[src/rtl/stk_pkg.sv]
// Shared types for the stack sequencer: operation codes and the kinds of
// memory access that a sequence is built from.
package stk_pkg;

    typedef enum logic [2:0] {
        OP_PUSH_A   = 3'd0,
        OP_PUSH_S   = 3'd1,
        OP_PULL_A   = 3'd2,
        OP_PULL_S   = 3'd3,
        OP_CALL     = 3'd4,
        OP_RET_SUB  = 3'd5,
        OP_RET_INT  = 3'd6,
        OP_BREAK    = 3'd7
    } stk_op_e;

    typedef enum logic [3:0] {
        AK_NONE,
        AK_WR_ACC,
        AK_WR_STAT,
        AK_WR_RETH,
        AK_WR_RETL,
        AK_RD_ACC,
        AK_RD_STAT,
        AK_RD_PCL,
        AK_RD_PCH,
        AK_RD_VECL,
        AK_RD_VECH
    } acc_kind_e;

    localparam int STEP_W = 3;

endpackage

[src/rtl/stk_plan.sv]
// Sequence plan: maps an operation and a step index to the access made in
// that step, and flags the final step. Purely combinational.
// Assumes the step index starts at 0 and rises by one per access.
module stk_plan
    import stk_pkg::*;
(
    input  stk_op_e                 op,
    input  logic [STEP_W-1:0]       step,
    output acc_kind_e               kind,
    output logic                    last
);

    // Choose the access for this operation and step.
    always_comb begin
        kind = AK_NONE;
        last = 1'b1;
        unique case (op)
            OP_PUSH_A:  kind = AK_WR_ACC;
            OP_PUSH_S:  kind = AK_WR_STAT;
            OP_PULL_A:  kind = AK_RD_ACC;
            OP_PULL_S:  kind = AK_RD_STAT;
            OP_CALL: begin
                kind = (step == 3'd0) ? AK_WR_RETH : AK_WR_RETL;
                last = (step == 3'd1);
            end
            OP_RET_SUB: begin
                kind = (step == 3'd0) ? AK_RD_PCL : AK_RD_PCH;
                last = (step == 3'd1);
            end
            OP_RET_INT: begin
                case (step)
                    3'd0:    kind = AK_RD_STAT;
                    3'd1:    kind = AK_RD_PCL;
                    default: kind = AK_RD_PCH;
                endcase
                last = (step == 3'd2);
            end
            OP_BREAK: begin
                case (step)
                    3'd0:    kind = AK_WR_RETH;
                    3'd1:    kind = AK_WR_RETL;
                    3'd2:    kind = AK_WR_STAT;
                    3'd3:    kind = AK_RD_VECL;
                    default: kind = AK_RD_VECH;
                endcase
                last = (step == 3'd4);
            end
            default: ;
        endcase
    end

endmodule

[src/rtl/stk_addr.sv]
// Address generator: turns an access kind and the current stack pointer into
// the memory address, the strobes and the stack pointer after the access.
// Assumes a descending stack: pushes use SP then decrement, pulls increment
// then use SP. Vector reads leave SP alone.
module stk_addr
    import stk_pkg::*;
#(
    parameter int                          ADDR_W     = 16,
    parameter int                          SP_W       = 8,
    parameter logic [ADDR_W-SP_W-1:0]      STACK_PAGE = 1,
    parameter logic [ADDR_W-1:0]           VEC_ADDR   = 16'hFFFE
) (
    input  acc_kind_e              kind,
    input  logic [SP_W-1:0]        sp,
    output logic [ADDR_W-1:0]      addr,
    output logic                   we,
    output logic                   re,
    output logic [SP_W-1:0]        sp_nxt
);

    localparam logic [SP_W-1:0]   SP_ONE  = 1;
    localparam logic [ADDR_W-1:0] VEC_HI  = VEC_ADDR + ADDR_W'(1);

    logic is_wr, is_pull, is_vec;
    logic [SP_W-1:0] sp_inc, sp_dec;

    // Classify the access.
    always_comb begin
        is_wr   = (kind == AK_WR_ACC) || (kind == AK_WR_STAT) ||
                  (kind == AK_WR_RETH) || (kind == AK_WR_RETL);
        is_pull = (kind == AK_RD_ACC) || (kind == AK_RD_STAT) ||
                  (kind == AK_RD_PCL) || (kind == AK_RD_PCH);
        is_vec  = (kind == AK_RD_VECL) || (kind == AK_RD_VECH);
    end

    // Form the address, the strobes and the next stack pointer.
    always_comb begin
        sp_inc = sp + SP_ONE;
        sp_dec = sp - SP_ONE;
        if (is_vec)
            addr = (kind == AK_RD_VECH) ? VEC_HI : VEC_ADDR;
        else
            addr = {STACK_PAGE, (is_pull ? sp_inc : sp)};
        we     = is_wr;
        re     = is_pull || is_vec;
        sp_nxt = is_wr ? sp_dec : (is_pull ? sp_inc : sp);
    end


    always_comb begin
        strobe_excl_chk: assert (!(we && re));
    end

endmodule

[src/rtl/stk_call_unit.sv]
// Stack sequencer top. Snapshots the core's SP, A, status and PC on start,
// runs the selected push/pull/call/return/break sequence with one memory
// access per clock, and presents the results with a one-cycle done pulse.
// Assumes memory read data is valid in the same cycle as the read strobe.
module stk_call_unit
    import stk_pkg::*;
#(
    parameter int                          ADDR_W     = 16,
    parameter int                          SP_W       = 8,
    parameter int                          DATA_W     = 8,
    parameter logic [ADDR_W-SP_W-1:0]      STACK_PAGE = 1,
    parameter logic [ADDR_W-1:0]           VEC_ADDR   = 16'hFFFE,
    parameter int                          I_BIT      = 2,
    parameter int                          Z_BIT      = 1,
    parameter int                          N_BIT      = 7,
    parameter logic [DATA_W-1:0]           FORCE_MASK = 8'h30
) (
    input  logic                 clk,
    input  logic                 rst_n,
    input  logic                 start,
    input  logic [2:0]           op,
    input  logic [SP_W-1:0]      sp_in,
    input  logic [DATA_W-1:0]    acc_in,
    input  logic [DATA_W-1:0]    stat_in,
    input  logic [ADDR_W-1:0]    pc_in,
    input  logic [ADDR_W-1:0]    target,
    output logic                 busy,
    output logic                 done,
    output logic [ADDR_W-1:0]    mem_addr,
    output logic                 mem_we,
    output logic                 mem_re,
    output logic [DATA_W-1:0]    mem_wdata,
    input  logic [DATA_W-1:0]    mem_rdata,
    output logic [SP_W-1:0]      sp_out,
    output logic [DATA_W-1:0]    acc_out,
    output logic [DATA_W-1:0]    stat_out,
    output logic [ADDR_W-1:0]    pc_out
);

    localparam logic [ADDR_W-1:0] PC_ONE = 1;
    localparam int                HALF   = ADDR_W / 2;

    typedef enum logic [1:0] {ST_IDLE, ST_RUN, ST_DONE} seq_state_e;

    seq_state_e           state_q;
    stk_op_e              op_q;
    logic [STEP_W-1:0]    step_q;
    logic [SP_W-1:0]      sp_q;
    logic [DATA_W-1:0]    acc_q, stat_q;
    logic [ADDR_W-1:0]    pc_q, ret_q;

    acc_kind_e            plan_kind, kind;
    logic                 plan_last;
    logic [SP_W-1:0]      sp_nxt;
    logic                 running;

    assign running = (state_q == ST_RUN);

    stk_plan u_plan (
        .op   (op_q),
        .step (step_q),
        .kind (plan_kind),
        .last (plan_last)
    );

    // Only the running state makes an access.
    assign kind = running ? plan_kind : AK_NONE;

    stk_addr #(
        .ADDR_W     (ADDR_W),
        .SP_W       (SP_W),
        .STACK_PAGE (STACK_PAGE),
        .VEC_ADDR   (VEC_ADDR)
    ) u_addr (
        .kind   (kind),
        .sp     (sp_q),
        .addr   (mem_addr),
        .we     (mem_we),
        .re     (mem_re),
        .sp_nxt (sp_nxt)
    );

    // Select the byte driven on a write.
    always_comb begin
        unique case (kind)
            AK_WR_ACC:  mem_wdata = acc_q;
            AK_WR_STAT: mem_wdata = stat_q | FORCE_MASK;
            AK_WR_RETH: mem_wdata = ret_q[ADDR_W-1:HALF];
            AK_WR_RETL: mem_wdata = ret_q[HALF-1:0];
            default:    mem_wdata = '0;
        endcase
    end

    // Control: idle, running steps, one done cycle.
    always_ff @(posedge clk) begin
        if (!rst_n) begin
            state_q <= ST_IDLE;
            op_q    <= OP_PUSH_A;
            step_q  <= '0;
        end else begin
            unique case (state_q)
                ST_IDLE: if (start) begin
                    state_q <= ST_RUN;
                    op_q    <= stk_op_e'(op);
                    step_q  <= '0;
                end
                ST_RUN: begin
                    step_q <= step_q + 1'b1;
                    if (plan_last) state_q <= ST_DONE;
                end
                default: state_q <= ST_IDLE;
            endcase
        end
    end

    // Data: snapshot inputs on start, fold in read data while running.
    always_ff @(posedge clk) begin
        if (!rst_n) begin
            sp_q   <= '0;
            acc_q  <= '0;
            stat_q <= '0;
            pc_q   <= '0;
            ret_q  <= '0;
        end else if (state_q == ST_IDLE) begin
            if (start) begin
                sp_q   <= sp_in;
                acc_q  <= acc_in;
                stat_q <= stat_in;
                if (op == OP_BREAK) stat_q[I_BIT] <= 1'b1;
                pc_q   <= (op == OP_CALL) ? target : pc_in;
                ret_q  <= (op == OP_BREAK) ? pc_in + PC_ONE : pc_in - PC_ONE;
            end
        end else if (running) begin
            sp_q <= sp_nxt;
            unique case (kind)
                AK_RD_ACC: begin
                    acc_q         <= mem_rdata;
                    stat_q[N_BIT] <= mem_rdata[DATA_W-1];
                    stat_q[Z_BIT] <= (mem_rdata == '0);
                end
                AK_RD_STAT: stat_q <= mem_rdata;
                AK_RD_PCL, AK_RD_VECL: pc_q[HALF-1:0] <= mem_rdata;
                AK_RD_PCH, AK_RD_VECH: begin
                    if (op_q == OP_RET_SUB)
                        pc_q <= {mem_rdata, pc_q[HALF-1:0]} + PC_ONE;
                    else
                        pc_q[ADDR_W-1:HALF] <= mem_rdata;
                end
                default: ;
            endcase
        end
    end

    assign busy     = (state_q != ST_IDLE);
    assign done     = (state_q == ST_DONE);
    assign sp_out   = sp_q;
    assign acc_out  = acc_q;
    assign stat_out = stat_q;
    assign pc_out   = pc_q;


    done_pulse_chk: assert property (@(posedge clk) disable iff (!rst_n)
        done |=> !done);


    restart_ignored_chk: assert property (@(posedge clk) disable iff (!rst_n)
        (running && start) |=> $stable(op_q));


    push_dec_chk: assert property (@(posedge clk) disable iff (!rst_n)
        mem_we |=> (sp_q == $past(sp_q) - 1'b1));


    pull_inc_chk: assert property (@(posedge clk) disable iff (!rst_n)
        (mem_re && mem_addr[ADDR_W-1:SP_W] == STACK_PAGE) |=> (sp_q == $past(sp_q) + 1'b1));


    idle_quiet_chk: assert property (@(posedge clk) disable iff (!rst_n)
        !busy |-> (!mem_we && !mem_re));

endmodule

[config.mk]
export PLATFORM = sky130hd
export DESIGN_NAME = stk_call_unit
export DESIGN_NICKNAME = d
export VERILOG_FILES = /design/src/rtl/stk_pkg.sv /design/src/rtl/stk_plan.sv /design/src/rtl/stk_addr.sv /design/src/rtl/stk_call_unit.sv
export SDC_FILE = /design/constraint.sdc
export NUM_CORES = 1
export LEC_CHECK = 0
export ABC_AREA = 1
export BUFFER_PORTS_ARGS = -buffer_cell sky130_fd_sc_hd__clkbuf_2
export CAP_MARGIN = 20
export CORE_MARGIN = 2
export CORE_UTILIZATION = 42
export CTS_BUF_LIST = sky130_fd_sc_hd__clkbuf_8
export DETAILED_ROUTE_END_ITERATION = 8
export PLACE_DENSITY = 0.75
export SETUP_SLACK_MARGIN = 0.02
export SYNTH_ARGS = -nofsm -noshare
export SYNTH_HDL_FRONTEND = slang
export SYNTH_SLANG_ARGS = --single-unit
[constraint.sdc]
create_clock -name clk -period 2.5 [get_ports clk]
set_clock_uncertainty 0.1 [all_clocks]
set_input_delay 0.5 -clock clk [delete_from_list [all_inputs] [get_ports clk]]
set_output_delay 0.5 -clock clk [all_outputs]
set_load 0.02 [all_outputs]
Yosys cells after proc, flatten, opt, wreduce, memory -nomap -nowiden
Index checks and enable logic that the tools add are counted.
{"block": "op_classes", "add_sub_neg": 6, "multipliers": 0, "n_div": 0, "order_cmp": 0, "n_eq_ne": 28, "shifts": 0, "muxes": 41, "n_bitwise": 0, "reduce_logical": 33}
{"operator": "8-bit 2-to-1 mux", "count": 15}
{"operator": "16-bit 2-to-1 mux", "count": 6}
{"operator": "16-bit by 1-bit adder with 16-bit output, second input constant", "count": 2}
{"operator": "4-bit case mux with 8 select lines", "count": 1}
{"operator": "8-bit case mux with 4 select lines", "count": 1}
{"operator": "3-bit == test, second input constant", "count": 7}
{"operator": "4-bit by 3-bit == test with 1-bit output, second input constant", "count": 4}
{"operator": "4-bit case mux with 4 select lines", "count": 1}
{"operator": "8-bit case mux with 2 select lines", "count": 1}
{"operator": "16-bit by 1-bit subtractor with 16-bit output, second input constant", "count": 1}
{"operator": "3-bit AND reduction", "count": 5}
{"operator": "3-bit by 2-bit == test with 1-bit output, second input constant", "count": 4}
{"operator": "4-bit == test, second input constant", "count": 3}
{"operator": "2-bit nonzero test", "count": 6}
{"operator": "8-bit by 1-bit adder with 8-bit output, second input constant", "count": 1}
{"operator": "4-bit by 2-bit == test with 1-bit output, second input constant", "count": 2}
{"operator": "8-bit logical NOT", "count": 1}
{"operator": "1-bit logical OR", "count": 8}
{"operator": "4-bit 2-to-1 mux", "count": 2}
{"operator": "4-bit case mux with 2 select lines", "count": 1}
{"operator": "2-bit OR reduction", "count": 4}
{"operator": "8-bit by 1-bit subtractor with 8-bit output, second input constant", "count": 1}
{"operator": "3-bit by 1-bit == test with 1-bit output, second input constant", "count": 2}
{"operator": "3-bit logical NOT", "count": 2}
{"operator": "other kinds (18)", "count": 27}
{"block": "word_totals", "ff_bits": 64, "latchBits": 0, "ramBits": 0, "rom_bits": 0, "inputBits": 70, "out_inout_bits": 68, "wordCells": 119, "n_memories": 0}

Longest topological paths before layout
Gate-level depths: netlist of run 1.
{"block": "depth", "ltp_word": 12, "mapped_depth": 18, "depth_no_buf": 17}

Hierarchy
Synthesis of run 1 repeated with hierarchy kept, for this count alone.
{"block": "unflattened", "cells_unflattened": 948, "area_unflattened_um2": 5437.7}
{"module": "stk_call_unit", "n_inst": 1, "cells_per_inst": 766, "area_per_inst_um2": 4563.1, "seq_area_each_um2": 1281.2}
{"module": "stk_addr", "n_inst": 1, "cells_per_inst": 134, "area_per_inst_um2": 656.9, "seq_area_each_um2": 0.0}
{"module": "stk_plan", "n_inst": 1, "cells_per_inst": 48, "area_per_inst_um2": 217.7, "seq_area_each_um2": 0.0}

Worst setup path after synthesis of run 1
OpenSTA, ideal clock, no wires.
{"block": "synth_path", "path_type": "input to register", "from": "in op[0]", "to": "reg ret_q[9]", "setup_ns": 0.057, "t_arrival_ns": 2.523, "required_time_ns": 2.343, "setup_slack_ns": -0.181, "path_stages": 10, "n_path_buf": 0, "path_cell_list": "nand3_1 > ha_1 > nand2_1 > o21ai_0 > a21o_1 > a21oi_1 > or2_2 > nand3_1 > o211ai_1 > inv_1"}
{"block": "synth_between", "elab_chain_len": 2}
{"item": "start: declaration", "line_no": "stk_call_unit.sv:21", "source": "input logic [2:0] op,"}
{"item": "3-bit == test", "line_no": "stk_call_unit.sv:131", "source": "ret_q <= (op == OP_BREAK) ? pc_in + PC_ONE : pc_in - PC_ONE;"}
{"item": "16-bit 2-to-1 mux", "line_no": "stk_call_unit.sv:131"}
{"item": "end signal: assignment", "line_no": "stk_call_unit.sv:131"}
{"item": "end: declaration", "line_no": "stk_call_unit.sv:50", "source": "logic [ADDR_W-1:0] pc_q, ret_q;"}
No other way between the ends.
A chain may end at the register's enable or synchronous reset.

Final worst setup path of run 1
{"block": "layout_path", "from": "reg step_q[1]", "to": "out mem_addr[2]"}
{"block": "layout_between", "elab_chain_len": 10, "word_cells_on_any_way": 22, "cone_classes": "eq/ne: 9; mux: 8; reduce/logical: 5"}
{"item": "start: declaration", "line_no": "stk_call_unit.sv:47", "source": "logic [STEP_W-1:0] step_q;"}
{"item": "start signal: assignment", "line_no": "stk_call_unit.sv:108", "source": "step_q <= step_q + 1'b1;"}
{"item": "3-bit by 2-bit == test with 1-bit output (tied with other cells)", "line_no": "stk_plan.sv:39", "source": "case (step)"}
{"item": "4-bit case mux with 4 select lines (tied with other cells)", "line_no": "stk_plan.sv:39"}
{"item": "4-bit case mux with 8 select lines (*)", "line_no": "stk_plan.sv:17", "source": "unique case (op)"}
{"item": "4-bit 2-to-1 mux (*)", "line_no": "stk_call_unit.sv:67", "source": "assign kind = running ? plan_kind : AK_NONE;"}
{"item": "4-bit by 3-bit == test with 1-bit output", "line_no": "stk_addr.sv:31", "source": "is_pull = (kind == AK_RD_ACC) || (kind == AK_RD_STAT) ||"}
{"item": "1-bit logical OR (2 in a row)", "line_no": "stk_addr.sv:31"}
{"item": "1-bit logical OR", "line_no": "stk_addr.sv:32", "source": "(kind == AK_RD_PCL) || (kind == AK_RD_PCH);"}
{"item": "8-bit 2-to-1 mux", "line_no": "stk_addr.sv:43", "source": "addr = {STACK_PAGE, (is_pull ? sp_inc : sp)};"}
{"item": "16-bit 2-to-1 mux (*)", "line_no": "stk_addr.sv:40", "source": "if (is_vec)"}
{"item": "end: declaration", "line_no": "stk_call_unit.sv:29", "source": "output logic [ADDR_W-1:0] mem_addr,"}
Every way passes the cells marked *; elsewhere a longest branch is shown, timed or not.

==> results.json, run 1 <==
{
  "cp_top_family": "simple AND/OR/NAND/NOR gates",
  "hold_viol_final": 0,
  "min_delay_path_depth": 3,
  "maxSlewViolCount": 0,
  "cts_tree": "done",
  "r2r_cells": 15,
  "cts.htree.levels": 3,
  "place_inst": 1126,
  "n_fill_cell": 996,
  "dr.pass1.iters": 6,
  "critPathBufInv": 6,
  "fin_ws_ps": -563,
  "synth_ff_type": "dfxtp_1",
  "grt_max_degree": 45,
  "clock_latency_ps": 370,
  "synth_nets": 893,
  "criticalPathCategory": "reg2out",
  "setup_viol": 26,
  "path_common_cell": "nand2_4",
  "worstReg2RegEnd": "stat_out[7]",
  "finalNetCount": 1104,
  "die_y_um": 114,
  "fmax_mhz": 327,
  "cts.clk_slew.worst_paths_ps": 90,
  "grt_first_pass_wirelength_um": 28600,
  "worstSetupEndpointType": "output port",
  "final_cell_mix": "nand2_1, clkbuf_2, nor2_1",
  "maxCapViolCount": 0,
  "crit_fanout": 8,
  "power_density_nw_per_um2": 506,
  "initial_core_util": 0.428,
  "postPlaceCellArea_um2": 6390,
  "ys_types": 46,
  "io_pins": 138,
  "drc": 0,
  "yosysWarnings": 0,
  "fp-row-count": 40,
  "syn-cell-area_um2": 5100,
  "antenna_left": 0,
  "p_leak_nw": 3.73,
  "vias_per_cell": 5.67,
  "worstPathArrival_ps": 2460,
  "power.total_mw": 3.79,
  "whs_ps": 272,
  "timing.final.crit_period_ps": 3060,
  "crit_slowest_cell": "dfxtp_4",
  "die_w_um": 114,
  "wl_um": 20000,
  "stdcell_count": 1164,
  "postSynthRegisterBits": 64,
  "ff2ff_setup_slack_ps": -60,
  "netlist_instances": 800,
  "dieArea_um2": 13000,
  "min_delay_worst_endpoint": "acc_out[5]",
  "coreArea_um2": 11900,
  "rr_startpoint": "step_q[1]",
  "violations": "negative setup slack",
  "cts-root-buf": "clkbuf_8",
  "finalInstanceArea_um2": 7490,
  "clk_path_buf_depth": 2,
  "layout_commonest_cell": "nand2_1",
  "crit_chain": "inv_4 > ha_4 > nand2_4 > buf_6 > nand2_2 > nand3_2 > nand2_4 > inv_4 > nand2_4 > nor2_4 > inv_2 > nand2_4 > clkinvlp_4 > nand2_1 > clkbuf_8",
  "cp.required_ps": 1900,
  "grt_pass1_vias": 5654,
  "tightest_slew_ps": 697,
  "vdd_drop_max_uv": 282,
  "final_util": 0.628,
  "ys_async_sr_fraction": 0,
  "area_growth_pct": 46.9,
  "syn_area_per_cell_um2": 6.37,
  "drive_gt1_frac": 0.365,
  "grt.overflow.total": 0,
  "critPathMaxStageDelay_ps": 390,
  "status": "finished with violations",
  "hp-class": "in2reg",
  "portBuffers": 136,
  "clock_sinks": 64,
  "dr_total_vias": 6597,
  "min_from": "acc_in[5]",
  "synth_seq_area_share": 0.251,
  "numCtsBuffers": 9,
  "wire_per_inst_um": 17.2,
  "rsz0062_at_grt": "yes",
  "synth_edf_count": 0,
  "antenna_found_initial": 0,
  "startpoint_type": "flop",
  "fin_crit_sh": 1.23,
  "hpwl_um": 13400,
  "place.gp.congestion": 0.962,
  "drtIter0Drc": 731,
  "relSlewSlack": 0.535,
  "track_usage": 0.280
}
[worst max path at each step]
| stage | start | end | cells past startpoint |
|---|---|---|---|
| after floorplan | step_q[0] | mem_addr[4] | 13 |
| after global placement | step_q[1] | mem_wdata[5] | 12 |
| after detailed placement | op[0] | ret_q[9] | 14 |
| after CTS | step_q[0] | mem_addr[5] | 14 |
| after global routing | step_q[1] | mem_addr[2] | 14 |
| final | step_q[1] | mem_addr[2] | 15 |
[sequential cells by signal (all words and copies together) (netlist names)]
register  count
op_q          3
ret_q        16
sp_out        8
acc_out       8
step_q        3
stat_out      8
pc_out       16
state_q       2
[logic make-up (layout without fill, tap and decap cells)]
logic type,after synthesis,count (layout),share of synthesized area
simple gates,393,394,0.355
other cells,1,2,0.000736
flops,64,64,0.251
fa+ha+maj,23,23,0.0579
buf+inv,121,336,0.101
xor+xnor,23,23,0.0395
compound gates,175,175,0.195
[routing by layer]
metal,share of wire,global-route usage,up-vias
li1,-,-,3095
met1,0.40,0.380,2965
met2,0.46,0.451,453
met3,0.10,0.0503,84
met4,0.038,0.0878,0
met5,0,0,-
[power breakdown]
group / internal (mW) / switching (mW)
registers: 1.13 / 0.124
logic: 0.622 / 0.938
clock network: 0.472 / 0.499
total: 2.23 / 1.56
[worst register-to-register path, stage by stage (launching register included)]
cell	delay, ps
dfxtp_4	390
inv_4	60
ha_4	170
nand2_4	110
nand3_2	150
nand3_2	140
nor2_4	60
buf_4	140
nor2_4	140
nand2_4	80
buf_4	150
o21ai_2	180
nand2_4	120
nand2_2	130
o21ai_0	130
a21oi_1	230
[repair_timing]
action | 4_1_cts | 5_1_grt
setup buffers | 11 | 9
pin swaps | 27 | 30
resized for setup | 115 | 69
hold buffers | 0 | 0
cloned | 0 | 3
setup endpoints to repair | 27 | 55
[per-stage QoR]
| stage | TNS, ps | worst slack, ps |
|---|---|---|
| after floorplan | 0 | 7.10 |
| after global placement | -1200 | -91.6 |
| after detailed placement | -2260 | -137 |
| after CTS | -8730 | -386 |
| after global routing | -13230 | -660 |
| final | -10540 | -563 |
[synth_stat cells, types with 2 or more instances]
master	number	share of area
o22ai_1	7	0.0086
o2111ai_1	3	0.0052
inv_1	73	0.054
clkbuf_1	19	0.014
o21ai_1	9	0.0088
nand2_1	174	0.13
o211a_1	3	0.0059
dfxtp_1	64	0.25
buf_6	2	0.0044
buf_2	3	0.0029
a21oi_1	67	0.066
nand3_2	4	0.0079
or2_2	3	0.0037
buf_4	10	0.015
ha_1	22	0.054
o221ai_1	3	0.0052
nand4_1	12	0.015
xnor2_1	6	0.010
nor2_2	4	0.0049
a31oi_1	12	0.015
a21o_1	3	0.0044
o211ai_1	7	0.010
nor3_1	12	0.012
nand3_1	71	0.070
nand3_4	2	0.0069
nor2_1	90	0.066
inv_4	2	0.0025
a21oi_2	2	0.0034
o21ai_0	52	0.051
xor2_1	17	0.029
nand2_2	7	0.0086
nand2_4	6	0.013
o21ai_2	3	0.0052
inv_2	10	0.0074
nor2_4	5	0.011
[area by class of cell]
cell class	count	area [µm²]	share of cell area
multi-input combinational	616	3700	0.494
tap	147	184	0.0246
timing repair inverter	2	13.8	0.00184
clock inverter	7	80.1	0.0107
clock buffer	9	124	0.0165
inverter	86	362	0.0483
sequential	64	1290	0.173
timing repair buffer	232	1730	0.231
antenna	1	2.50	0.000334
Power figures use the tool's default switching activity.
==> inputs of run 2 (changes only) <==
--- a/config.mk
+++ b/config.mk
@@ -5,7 +5,6 @@
 export SDC_FILE = /design/constraint.sdc
 export NUM_CORES = 1
 export LEC_CHECK = 0
-export ABC_AREA = 1
 export BUFFER_PORTS_ARGS = -buffer_cell sky130_fd_sc_hd__clkbuf_2
 export CAP_MARGIN = 20
 export CORE_MARGIN = 2
==> results.json, run 2 <==
{
  "status": "finished with violations",
  "violations": "negative setup slack",
  "power_density_nw_per_um2": 463,
  "finalInstanceArea_um2": 8150,
  "worstPathArrival_ps": 2900,
  "synth_most_common_cell": "nand2_1",
  "p_int_mw": 2.34,
  "rsz0062_at_grt": "yes",
  "dieArea_um2": 13000,
  "cts.htree.levels": 3,
  "antennaDiodeCount": 0,
  "drive_gt1_frac": 0.469,
  "finalNetCount": 1018,
  "portBuffers": 136,
  "synth_seq_area_share": 0.253,
  "p_switching_mw": 1.43,
  "vias_per_cell": 6.08,
  "setup_tns_ps": -21230,
  "p_sw_frac": 0.380,
  "tightest_slew_ps": 598,
  "drc": 0,
  "cts-root-buf": "clkbuf_8",
  "yosys.area_share.adder": 0.0583,
  "fp-row-count": 40,
  "maxCapViolCount": 0,
  "p_comb_frac": 0.395,
  "final_cell_mix": "buf_4, clkbuf_2, nand2_1",
  "cts_tree": "done",
  "coreArea_um2": 11900,
  "place_inst": 1031,
  "clock_sinks": 64,
  "postSynthRegisterBits": 64,
  "fin_crit_sh": 1.40,
  "synth-xor-area-share": 0.0519,
  "stdcell_count": 1077,
  "grt_first_pass_wirelength_um": 30000,
  "grt.overflow.total": 0,
  "area_growth_pct": 60.7,
  "power.total_mw": 3.77,
  "criticalPathCategory": "reg2out",
  "synth_common_cells": "nand2_1, dfxtp_1, a21oi_1, nor2_1, nand3_1",
  "worstSetupEndpointType": "output port",
  "hp-class": "in2reg",
  "ys_types": 87,
  "grt_pass1_vias": 5908,
  "synth-compound-area-share": 0.290,
  "hpwl_um": 13900,
  "drtIter0Drc": 676,
  "antenna_found_initial": 0,
  "startpoint_type": "flop",
  "synthMuxAreaShare": 0.0146,
  "syn_area_per_cell_um2": 7.53,
  "cp.required_ps": 1900,
  "cts.clk_slew.worst_paths_ps": 90,
  "fin_ws_ps": -1000,
  "initial_core_util": 0.425,
  "clock_latency_ps": 370,
  "clk_path_buf_depth": 2,
  "maxSlewViolCount": 0,
  "wl_um": 21300,
  "vdd_drop_max_uv": 299,
  "relSlewSlack": 0.599,
  "wire_per_inst_um": 19.8,
  "grt_max_degree": 46,
  "synth_top_cell_area_share": 0.253,
  "numCtsBuffers": 9,
  "track_usage": 0.294,
  "syn-cell-area_um2": 5070,
  "yosysTopAreaCell": "dfxtp_1",
  "antenna_left": 0,
  "hold_viol_final": 0,
  "place.gp.congestion": 0.949,
  "die_y_um": 114,
  "pwr-share-seq": 0.325,
  "dr_total_vias": 6552,
  "synth_ff_type": "dfxtp_1",
  "dr.pass1.iters": 9,
  "io_pins": 138,
  "postCtsHoldBufs": 0,
  "clkPwrFrac": 0.280,
  "fmax_mhz": 286,
  "timing.final.crit_period_ps": 3500,
  "postPlaceCellArea_um2": 6950,
  "ys_async_sr_fraction": 0,
  "yosys.area_share.simple": 0.264,
  "crit_fanout": 5,
  "netlist_instances": 673,
  "synth_edf_count": 0,
  "die_w_um": 114,
  "synth.area.top_cells": "dfxtp_1, nand2_1, a21oi_1",
  "setup_viol": 53,
  "layout_commonest_cell": "buf_4",
  "synth_top_family_by_area": "compound AO/OA/AOI/OAI gates",
  "synth_nets": 766,
  "yosysWarnings": 0,
  "p_leak_nw": 3.57,
  "final_util": 0.684
}
run 2: cell types whose count changed after synthesis, moves of 16 or more:
| cell | change |
|---|---|
| nand3_1 | -39 |
| nand2_1 | -58 |
| a211oi_1 | +16 |
| inv_1 | -54 |
| nor2_1 | -34 |
| o21ai_0 | -25 |
run 2: cell families after synthesis:
kind of cell	after synthesis
other	1
AO/OA/AOI/OAI	205
adder cells (fa/ha/maj)	23
XOR/XNOR	30
AND/OR/NAND/NOR	277
flip-flops	64
buffers and inverters	66
multiplexers	7
run 2: cell type report:
type | count | area, µm²
Multi-Input combinational cell | 546 | 4210
Fill cell | 877 | 3770
Timing Repair Buffer | 285 | 2160
Sequential cell | 64 | 1290
Tap cell | 147 | 184
Clock buffer | 9 | 124
Clock inverter | 7 | 103
Inverter | 19 | 73.8
run 2: worst max-delay path: stages, from the launching register on:
cell      delay, ps
dfxtp_4         380
ha_4            160
ha_4            150
and2_4          150
o211ai_4        200
nand2_2         130
buf_6           140
o21ai_4         110
a21oi_4         140
a222oi_1        560
buf_4           220
o21ai_4          60
buf_8           130
run 2: through the flow:
step	hold slack, ps	worst slack (ps)
5_1_grt	271	-993
2_1_floorplan	331	-213
4_1_cts	262	-750
3_3_place_gp	349	-328
3_5_place_dp	351	-349
6_report	271	-1000
run 2: per-layer routing:
metal,wire [µm],up-vias,global-route usage
li1,-,2969,-
met1,8140,3004,0.381
met2,10000,481,0.485
met3,2190,98,0.0547
met4,940,0,0.111
met5,0,-,0
run 2: final timing paths:
kind | end | slack, ps | cells past startpoint | from
worst max-delay path | mem_wdata[6] | -1000 | 12 | step_q[1]
worst min-delay path | acc_out[7] | 270 | 3 | acc_in[7]
worst max register to register | sp_out[7] | -510 | 13 | step_q[1]
worst min register to register | pc_out[11] | 360 | 2 | pc_out[11]
run 2: power by group through the flow:
stage | registers (mW) | clock network, mW | logic, mW
CTS | 1.21 | 1.06 | 1.32
detailed placement | 1.23 | 0 | 1.24
global route | 1.24 | 1.11 | 1.59
floorplan | 1.29 | 0 | 0.697
finish | 1.23 | 1.06 | 1.49
global placement | 1.23 | 0 | 1.22
run 2: repair_timing:
item,4_1_cts,5_1_grt
resized for setup,81,98
pin swaps,22,36
cloned,1,4
buffers inserted,7,21
setup endpoints to repair,57,67
